File: config.mk
export PLATFORM = sky130hd
export DESIGN_NAME = nand_page_seq
export DESIGN_NICKNAME = d
export VERILOG_FILES = /design/src/rtl/nand_seq_pkg.sv /design/src/rtl/nand_wait_timer.sv /design/src/rtl/nand_phase_plan.sv /design/src/rtl/nand_page_seq.sv
export SDC_FILE = /design/constraint.sdc
export NUM_CORES = 1
export LEC_CHECK = 0
export CAP_MARGIN = 20
export CELL_PAD_IN_SITES_DETAIL_PLACEMENT = 1
export CELL_PAD_IN_SITES_GLOBAL_PLACEMENT = 1
export CORE_MARGIN = 1.5
export CORE_UTILIZATION = 38
export DETAILED_ROUTE_END_ITERATION = 6
export PLACE_DENSITY = 0.87
export SETUP_SLACK_MARGIN = 0.4
export SLEW_MARGIN = 25
export SYNTH_ARGS = -nofsm -noshare
export SYNTH_HDL_FRONTEND = slang
export SYNTH_HIERARCHICAL = 1
export SYNTH_SLANG_ARGS = --single-unit
File: constraint.sdc
create_clock -name clk -period 2.01 [get_ports clk]
set_input_delay 0.5025 -clock clk [delete_from_list [all_inputs] [get_ports clk]]
set_output_delay 0.5025 -clock clk [all_outputs]
set_load 0.01 [all_outputs]
File: src/rtl/nand_seq_pkg.sv
package nand_seq_pkg;

  typedef enum logic [2:0] {
    OP_READ       = 3'd0,
    OP_READ_SPARE = 3'd1,
    OP_READ_HALF  = 3'd2,
    OP_PROGRAM    = 3'd3,
    OP_STATUS     = 3'd4,
    OP_INIT       = 3'd5
  } op_e;

  typedef enum logic [2:0] {
    XK_CMD    = 3'd0,
    XK_ADDR   = 3'd1,
    XK_WRITE  = 3'd2,
    XK_READ   = 3'd3,
    XK_STATUS = 3'd4
  } xfer_kind_e;

  typedef enum logic [2:0] {
    PH_OPEN,
    PH_ADDR,
    PH_CONFIRM,
    PH_MOVE,
    PH_STAT_CMD,
    PH_STAT_RD
  } phase_e;

  typedef enum logic [1:0] {
    ST_IDLE,
    ST_LAUNCH,
    ST_WAIT
  } step_e;

  localparam logic [7:0] CMD_READ      = 8'h00;
  localparam logic [7:0] CMD_READ_GO   = 8'h30;
  localparam logic [7:0] CMD_SERIAL_IN = 8'h80;
  localparam logic [7:0] CMD_PROG_GO   = 8'h10;
  localparam logic [7:0] CMD_STATUS    = 8'h70;

  localparam int ADDR_CYCLES = 5;
  localparam int ROW_BYTES   = 3;

endpackage

File: src/rtl/nand_wait_timer.sv
module nand_wait_timer #(
  parameter int LIMIT = 1000
) (
  input  logic clk,
  input  logic rst,
  input  logic clear,
  input  logic run,
  output logic expired
);
  localparam int CW = (LIMIT > 2) ? $clog2(LIMIT) : 1;

  logic [CW-1:0] cnt;

  always_ff @(posedge clk) begin
    if (rst || clear) begin
      cnt <= '0;
    end else if (run && !expired) begin
      cnt <= cnt + CW'(1);
    end
  end

  assign expired = (cnt == CW'(LIMIT - 1));

endmodule

File: src/rtl/nand_phase_plan.sv
module nand_phase_plan
  import nand_seq_pkg::*;
#(
  parameter int NUM_SUB = 4,
  parameter int SUB_W   = 2,
  parameter int IDX_W   = 3
) (
  input  op_e              op,
  input  phase_e           phase,
  input  logic [IDX_W-1:0] idx,
  input  logic [23:0]      page,
  output logic [2:0]       kind,
  output logic [7:0]       byte_out,
  output logic [SUB_W-1:0] sub,
  output phase_e           nxt_phase,
  output logic [IDX_W-1:0] nxt_idx,
  output logic             last
);
  localparam logic [IDX_W-1:0] LAST_SUB  = IDX_W'(NUM_SUB - 1);
  localparam logic [IDX_W-1:0] LAST_ADDR = IDX_W'(ADDR_CYCLES - 1);
  localparam logic [IDX_W-1:0] FIRST_ROW = IDX_W'(ADDR_CYCLES - ROW_BYTES);

  logic [7:0] row_byte [4];
  logic       is_prog;
  logic [1:0] row_sel;

  genvar g;
  generate
    for (g = 0; g < ROW_BYTES; g++) begin : g_row
      assign row_byte[g] = page[8*g +: 8];
    end
  endgenerate
  assign row_byte[3] = 8'h00;

  assign is_prog = (op == OP_PROGRAM);
  assign row_sel = 2'(idx - FIRST_ROW);

  always_comb begin
    kind      = 3'(XK_CMD);
    byte_out  = 8'h00;
    sub       = '0;
    nxt_phase = phase;
    nxt_idx   = '0;
    last      = 1'b0;
    case (phase)
      PH_OPEN: begin
        byte_out  = is_prog ? CMD_SERIAL_IN : CMD_READ;
        nxt_phase = PH_ADDR;
      end
      PH_ADDR: begin
        kind     = 3'(XK_ADDR);
        byte_out = (idx >= FIRST_ROW) ? row_byte[row_sel] : 8'h00;
        if (idx == LAST_ADDR) begin
          nxt_phase = is_prog ? PH_MOVE : PH_CONFIRM;
        end else begin
          nxt_idx = idx + IDX_W'(1);
        end
      end
      PH_CONFIRM: begin
        byte_out  = is_prog ? CMD_PROG_GO : CMD_READ_GO;
        nxt_phase = is_prog ? PH_STAT_CMD : PH_MOVE;
      end
      PH_MOVE: begin
        kind = is_prog ? 3'(XK_WRITE) : 3'(XK_READ);
        sub  = idx[SUB_W-1:0];
        if (idx == LAST_SUB) begin
          nxt_phase = PH_CONFIRM;
          last      = !is_prog;
        end else begin
          nxt_idx = idx + IDX_W'(1);
        end
      end
      PH_STAT_CMD: begin
        byte_out  = CMD_STATUS;
        nxt_phase = PH_STAT_RD;
      end
      PH_STAT_RD: begin
        kind = 3'(XK_STATUS);
        last = 1'b1;
      end
      default: begin
        last = 1'b1;
      end
    endcase
  end

endmodule

File: src/rtl/nand_page_seq.sv
module nand_page_seq
  import nand_seq_pkg::*;
#(
  parameter int PAGE_BYTES  = 2048,
  parameter int SUB_BYTES   = 512,
  parameter int SPARE_BYTES = 64,
  parameter int TIMEOUT_CYC = 1000,
  localparam int NUM_SUB = (PAGE_BYTES > SUB_BYTES) ? (PAGE_BYTES / SUB_BYTES) : 1,
  localparam int SUB_W   = (NUM_SUB > 1) ? $clog2(NUM_SUB) : 1,
  localparam int PTR_W   = $clog2(PAGE_BYTES + SPARE_BYTES)
) (
  input  logic             clk,
  input  logic             rst,
  input  logic             req_valid,
  input  logic [2:0]       req_op,
  input  logic [23:0]      req_page,
  output logic             busy,
  output logic             done,
  output logic             timeout,
  output logic             prog_fail,
  output logic             wp_flag,
  output logic [7:0]       status_byte,
  output logic [PTR_W-1:0] data_ptr,
  output logic             eng_start,
  output logic [2:0]       eng_kind,
  output logic [7:0]       eng_byte,
  output logic [SUB_W-1:0] eng_sub,
  input  logic             eng_done,
  input  logic [7:0]       eng_rdata
);
  localparam int IDX_W = (SUB_W > 3) ? SUB_W : 3;

  step_e            step;
  op_e              op_q;
  phase_e           phase_q;
  logic [IDX_W-1:0] idx_q;
  logic [23:0]      page_q;

  logic [2:0]       plan_kind;
  logic [7:0]       plan_byte;
  logic [SUB_W-1:0] plan_sub;
  phase_e           plan_nxt_phase;
  logic [IDX_W-1:0] plan_nxt_idx;
  logic             plan_last;
  logic             tmr_expired;

  logic             op_ok;
  op_e              req_op_e;
  logic [PTR_W-1:0] ptr_sel;

  assign req_op_e = op_e'(req_op);
  assign op_ok    = (req_op <= 3'(OP_INIT));

  always_comb begin
    case (req_op_e)
      OP_READ_SPARE: ptr_sel = PTR_W'(PAGE_BYTES);
      OP_READ_HALF:  ptr_sel = PTR_W'(PAGE_BYTES / 2);
      default:       ptr_sel = '0;
    endcase
  end

  nand_phase_plan #(
    .NUM_SUB(NUM_SUB),
    .SUB_W  (SUB_W),
    .IDX_W  (IDX_W)
  ) u_plan (
    .op       (op_q),
    .phase    (phase_q),
    .idx      (idx_q),
    .page     (page_q),
    .kind     (plan_kind),
    .byte_out (plan_byte),
    .sub      (plan_sub),
    .nxt_phase(plan_nxt_phase),
    .nxt_idx  (plan_nxt_idx),
    .last     (plan_last)
  );

  nand_wait_timer #(
    .LIMIT(TIMEOUT_CYC)
  ) u_timer (
    .clk    (clk),
    .rst    (rst),
    .clear  (step == ST_LAUNCH),
    .run    (step == ST_WAIT),
    .expired(tmr_expired)
  );

  always_ff @(posedge clk) begin
    if (rst) begin
      step        <= ST_IDLE;
      op_q        <= OP_READ;
      phase_q     <= PH_OPEN;
      idx_q       <= '0;
      page_q      <= '0;
      busy        <= 1'b0;
      done        <= 1'b0;
      timeout     <= 1'b0;
      prog_fail   <= 1'b0;
      wp_flag     <= 1'b0;
      status_byte <= 8'h00;
      data_ptr    <= '0;
      eng_start   <= 1'b0;
      eng_kind    <= 3'd0;
      eng_byte    <= 8'h00;
      eng_sub     <= '0;
    end else begin
      eng_start <= 1'b0;
      done      <= 1'b0;
      timeout   <= 1'b0;
      prog_fail <= 1'b0;
      case (step)
        ST_IDLE: begin
          if (req_valid && op_ok) begin
            op_q     <= req_op_e;
            page_q   <= req_page;
            busy     <= 1'b1;
            data_ptr <= ptr_sel;
            phase_q  <= (req_op_e == OP_STATUS || req_op_e == OP_INIT) ? PH_STAT_CMD : PH_OPEN;
            idx_q    <= '0;
            step     <= ST_LAUNCH;
          end
        end
        ST_LAUNCH: begin
          eng_start <= 1'b1;
          eng_kind  <= plan_kind;
          eng_byte  <= plan_byte;
          eng_sub   <= plan_sub;
          step      <= ST_WAIT;
        end
        ST_WAIT: begin
          if (eng_done) begin
            if (phase_q == PH_STAT_RD) begin
              status_byte <= eng_rdata;
              if (op_q == OP_INIT) begin
                wp_flag <= ~eng_rdata[7];
              end
            end
            if (plan_last) begin
              done      <= 1'b1;
              busy      <= 1'b0;
              prog_fail <= (op_q == OP_PROGRAM) && eng_rdata[0];
              step      <= ST_IDLE;
            end else begin
              phase_q <= plan_nxt_phase;
              idx_q   <= plan_nxt_idx;
              step    <= ST_LAUNCH;
            end
          end else if (tmr_expired) begin
            timeout <= 1'b1;
            busy    <= 1'b0;
            step    <= ST_IDLE;
          end
        end
        default: step <= ST_IDLE;
      endcase
    end
  end

endmodule

# ---- After elaboration in Yosys (flattened, before gate mapping)
# Index checks and enable logic that the tools add are counted.
dict set report word_totals {
  reg_bits 84
  output_inout_bits 39
}
dict set report classes {
  addsub 3
  order_cmp 3
  n_eq_ne 24
  n_mux 43
  bitwise_logic 5
  reduce_logical 21
}
# operator count
set ops {}
lappend ops {{3-bit two-way mux} 12}
lappend ops {{8-bit two-way mux} 4}
lappend ops {{8-bit case mux with 4 select lines} 1}
lappend ops {{12-bit case mux with 2 select lines} 1}
lappend ops {{3-bit == test, second input constant} 6}
lappend ops {{3-bit case mux with 2 select lines} 3}
lappend ops {{8-bit binary-select mux with 2-bit select} 1}
lappend ops {{3-bit by 2-bit == test with 1-bit output, second input constant} 5}
lappend ops {{3-bit case mux with 5 select lines} 1}
lappend ops {{3-bit inequality test, second input constant} 4}
lappend ops {{4-bit AND reduction} 3}
lappend ops {{1-bit two-way mux} 11}
lappend ops {{10-bit by 1-bit adder with 10-bit output, second input constant} 1}
lappend ops {{10-bit == test, second input constant} 1}
lappend ops {{3-bit case mux with 3 select lines} 1}
lappend ops {{2-bit two-way mux} 4}
lappend ops {{4-bit OR reduction} 2}
lappend ops {{7-bit AND reduction} 1}
lappend ops {{3-bit by 1-bit == test with 1-bit output, second input constant} 2}
lappend ops {{6-bit two-way mux} 1}
lappend ops {{2-bit inequality test, second input constant} 3}
lappend ops {{6-bit inequality test, second input constant} 1}
lappend ops {{2-bit case mux with 3 select lines} 1}
lappend ops {{3-bit OR reduction} 2}
lappend ops {{18 further kinds} 27}

# ---- Depth between registers and ports, before layout
dict set report depth {
  depth_word 7
  ltp_mapped 8
  ltp_nobuf 7
}

# ---- Cells and area by module
# Netlist, hierarchy kept.
# mod instances cells_each area_each_um2
set by_module_without_submodules {}
lappend by_module_without_submodules {nand_page_seq 1 305 2601.2}
lappend by_module_without_submodules {nand_wait_timer 1 65 563.0}
lappend by_module_without_submodules {nand_phase_plan 1 73 524.3}

# ---- Least setup slack after synthesis
# No wires, ideal clock.
dict set report synth_timing {
  path_kind {register to register}
  startpoint {register phase_q[1]}
  endpoint {register phase_q[2]}
  setup_ns 0.134
  t_arrival_ns 1.576
  t_required_ns 1.876
  slack_ns 0.300
  stages_incl_launch_ff 8
  path_buffers 2
  path_cell_list {dfxtp_1 buf_2 buf_2 nand3_1 o21ai_0 and4bb_2 a211oi_1 a211oi_1}
}
dict set report synth_between {
  elab_chain_len 5
  word_cells_on_any_way 16
  classes_between {eq/ne: 8; mux: 5; reduce/logical: 3}
}
# item line_no
set synth_lines {}
lappend synth_lines {{from (decl)} nand_page_seq.sv:35} ;# phase_e phase_q;
lappend synth_lines {{from (signal assigned)} nand_page_seq.sv:119} ;# phase_q <= (req_op_e == OP_STATUS || req_op_e == OP_INIT) ? PH_STAT_CMD : PH_OPEN;
lappend synth_lines {{from (signal assigned)} nand_page_seq.sv:145} ;# phase_q <= plan_nxt_phase;
lappend synth_lines {{3-bit by 2-bit == test with 1-bit output (tied with other cells)} nand_phase_plan.sv:45} ;# case (phase)
lappend synth_lines {{4-bit OR reduction (no line)} -}
lappend synth_lines {{1-bit case mux with 2 select lines (*)} nand_phase_plan.sv:45}
lappend synth_lines {{via plan_last} nand_page_seq.sv:44} ;# logic plan_last;
lappend synth_lines {{2-bit inequality test (no line) (*)} -}
lappend synth_lines {{7-bit AND reduction (no line) (*)} -}
# Mark *: on every way through the listed nets, which the timed path passes. The rest lies on a longest branch. The select of a mux whose other input is x is not followed.
# A chain may end at the register's enable or synchronous reset.

# ---- Worst setup path after layout
dict set report layout_timing {
  startpoint {register idx_q[1]}
  endpoint {register phase_q[2]}
}
dict set report layout_between {
  elab_chain_len 5
  word_cells_on_any_way 8
  classes_between {eq/ne: 5; mux: 2; reduce/logical: 1}
}
# item line_no
set layout_lines {}
lappend layout_lines {{from (decl)} nand_page_seq.sv:36} ;# logic [IDX_W-1:0] idx_q;
lappend layout_lines {{from (signal assigned)} nand_page_seq.sv:146} ;# idx_q <= plan_nxt_idx;
lappend layout_lines {{3-bit by 2-bit == test with 1-bit output} nand_phase_plan.sv:66} ;# if (idx == LAST_SUB) begin
lappend layout_lines {{1-bit two-way mux} nand_phase_plan.sv:66}
lappend layout_lines {{1-bit case mux with 2 select lines} nand_phase_plan.sv:45}
lappend layout_lines {{via plan_last} nand_page_seq.sv:44}
lappend layout_lines {{2-bit inequality test (no line)} -}
lappend layout_lines {{7-bit AND reduction (no line)} -}
# The timed path passes the listed nets, and every way through them passes these cells.

==> flow_metrics.py <==
metrics = {
    "synth": {
        "yosys.area_share.simple_pct": 21.2,
        "synth_edf_count": 0,
        "yosysWarnings": 6,
        "synth_compound_area_share_pct": 23.9,
        "ys_types": 63,
        "synth-seq-cells": 74,
        "synthesis.area_um2": 3690,
        "ys_async_sr_fraction_pct": 0,
        "syn_avg_cell_area_um2": 8.33,
        "syn-instance-count": 443,
        "ys_seq_area_share_pct": 40.2,
        "synth_xor_area_share_pct": 0.475,
        "synth_top_family_by_area": "compound AO/OA/AOI/OAI gates",
        "ys.flop_type": "dfxtp_1",
        "synth-adder-area-share_pct": 2.04,
        "synthMuxAreaShare_pct": 2.99,
    },
    "timing": {
        "finClkSkew_ns": 0.0136,
        "setup_viol": 0,
        "hold_viol_final": 0,
        "period_share_pct": 91.0,
        "setup_tns_ns": 0,
        "rsz0062_at_grt": "yes",
        "clock.fmax_mhz": 547,
        "drv_slew": 0,
        "period_needed_ns": 1.83,
        "setup_ws_ns": 0.181,
    },
    "cells_and_area": {
        "fin_nets": 566,
        "antennaDiodeCount": 0,
        "layout_commonest_cell": "dfxtp_1",
        "drive_gt1_share_pct": 23.0,
        "final_cell_mix": "dfxtp_1 (65), a21oi_1 (64), nand3_1 (41), o21ai_0 (37), clkdlybuf4s50_1 (36)",
        "design_area_um2": 5020,
        "syn_to_final_growth_pct": 36.2,
        "fin_cells": 655,
    },
    "critical_path": {
        "reg2reg_slack_ns": 0.18,
        "r2r_cells": 7,
        "endpoint_kind": "register",
        "worstPathArrival_ns": 2.07,
        "worstSetupPathType": "register to register",
        "worstSetupStartpointType": "register",
        "r2r_end": "phase_q[2]",
        "path_max_fanout": 5,
        "required_ns": 2.26,
        "r2r_start": "idx_q[1]",
    },
    "power_and_ir_drop": {
        "switching_share_pct": 28.9,
        "power.share.combinational_pct": 14.4,
        "p_clk_share_pct": 38.0,
        "p_int_mw": 2.33,
        "seq_power_share_pct": 47.5,
        "total_power_mw": 3.28,
        "p_switching_uw": 947,
        "p_leak_nw": 1.83,
        "cellPowerDensity_nw_per_um2": 652,
        "peakVddDrop_mv": 0.302,
    },
    "clocking": {
        "clk_pin_slew_ns": 0.08,
        "cts_sinks": 74,
        "cts_tree": "yes",
        "cts_made_buffers": 9,
        "insertion_delay_ns": 0.38,
        "cts_root_buf": "clkbuf_8",
        "clock_path_buffers": 2,
        "h-tree-depth": 3,
    },
    "grt": {
        "gr-total-overflow": 0,
        "grt_max_degree": 51,
        "grt_pass1_wl_um": 18400,
        "antenna_found_initial": 0,
        "grt_use_total_pct": 23.1,
        "grt_pass1_vias": 3640,
    },
    "outcome": {
        "status": "complete, no violations",
    },
    "die": {
        "boundaryPins": 78,
        "start_util_pct": 39.5,
        "die_h_um": 102,
        "dieArea_um2": 10300,
        "row_count": 35,
        "dieWidth_um": 102,
        "design.core.area_um2": 9330,
    },
    "placed_design": {
        "detailedPlace.worstSlack_ns": 0.0575,
        "io_buffers": 67,
        "hpwlAfterDp_um": 7260,
        "place.gp.congestion": 0.824,
        "dp.cells": 620,
        "dpl-instance-area_um2": 4440,
    },
    "hold_path": {
        "hold_start": "eng_byte[4]",
        "worstHoldEndpoint": "eng_byte[4]",
        "hold_class": "register to register",
        "whs_path_depth": 2,
    },
    "drt": {
        "wirelength_um": 13800,
        "wl_per_cell_um": 21.1,
        "postRouteAntennaNets": 0,
        "via_per_inst": 5.84,
        "drt_pass1_iterations": 5,
        "drtIter0Drc": 196,
        "drc": 0,
        "vias": 3823,
    },
    "flow_run": {
        "cap_violations": 0,
    },
}
-- power by group through the flow --
| stage | clock, mW | combinational (mW) | sequential (mW) |
|---|---|---|---|
| finish | 1.25 | 0.473 | 1.56 |
| global route | 1.31 | 0.505 | 1.56 |
| CTS | 1.24 | 0.419 | 1.55 |
| detailed placement | 0 | 0.407 | 1.58 |
| global placement | 0 | 0.390 | 1.58 |
| floorplan | 0 | 0.266 | 1.57 |
-- worst max-delay path: stages, from the launching register on --
cell and delay [ns]:
dfxtp_2 0.37, ha_4 0.17, ha_4 0.18, nand3_4 0.10
o21ai_4 0.19, and4bb_4 0.30, a211oi_2 0.27, a211oi_1 0.11
-- cell families after synthesis --
| family | Yosys count |
|---|---|
| adder cells (fa/ha/maj) | 6 |
| AO/OA/AOI/OAI | 152 |
| multiplexers | 10 |
| XOR/XNOR | 2 |
| flip-flops | 74 |
| other | 1 |
| buffers and inverters | 55 |
| AND/OR/NAND/NOR | 143 |
-- cell type report --
type                    instances  area, um2
clock buffers                  10        138
clock inverters                 6       65.1
fillers                      1099       4310
inverters                      11       52.6
multi-input cells             323       2120
flip-flops and latches         74       1500
well taps                     129        161
repair buffers                102        987
-- synth_stat cells, drive strengths merged, types with 4 or more instances --
| master | count | share of area (%) |
|---|---|---|
| dfxtp | 74 | 40 |
| nand4 | 5 | 0.85 |
| o21ai | 47 | 6.4 |
| nor2 | 13 | 1.3 |
| a21oi | 68 | 9.2 |
| clkbuf | 9 | 0.98 |
| nand2 | 37 | 3.8 |
| buf | 35 | 6.9 |
| nand3 | 43 | 5.8 |
| a211oi | 6 | 1.2 |
| mux2 | 8 | 2.4 |
| nor3 | 4 | 0.54 |
| and2 | 4 | 0.71 |
| a22oi | 8 | 1.6 |
| o211ai | 7 | 1.6 |
| or4 | 4 | 0.81 |
| nand2b | 5 | 0.85 |
| ha | 6 | 2.0 |
| inv | 10 | 1.1 |
-- metal layers --
layer / vias to the layer above / GRT usage, % / routed length, um
met5: - / 0 / 0
met4: 0 / 9.40 / 641
met3: 53 / 5.73 / 698
met2: 152 / 39.8 / 6830
met1: 1874 / 27.6 / 5630
li1: 1744 / - / -
-- flip-flops by register name, summed over array words and instances, names as in the netlist, 3 cells and up --
| register | flops |
|---|---|
| eng_byte | 8 |
| eng_kind | 3 |
| idx_q | 3 |
| op_q | 3 |
| page_q | 24 |
| phase_q | 3 |
| status_byte | 8 |
| u_timer/cnt | 10 |
-- worst max path at each step --
stage / cells past startpoint / end / startpoint / slack, ns
final: 7 / phase_q[2] / idx_q[1] / 0.18
after global routing: 7 / phase_q[2] / idx_q[1] / 0.17
after global placement: 5 / status_byte[5] / eng_done / 0.16
after detailed placement: 5 / phase_q[2] / req_op[2] / 0.06
after CTS: 7 / phase_q[2] / idx_q[2] / 0.35
after floorplan: 7 / phase_q[2] / phase_q[1] / 0.36
-- metrics by stage --
stage	utilization [%]	hold slack, ns
6_report	53.8	0.460
5_1_grt	53.8	0.482
4_1_cts	51.3	0.463
3_5_place_dp	47.6	0.455
3_3_place_gp	47.6	0.447
2_1_floorplan	-	0.450
-- what timing repair did --
action	4_1_cts	5_1_grt
resized for setup	57	41
hold buffers	0	0
pin swaps	8	23
setup buffers	6	13
endpoints found under the setup margin	45	50
Note: power is estimated with default switching activity, not from simulation.
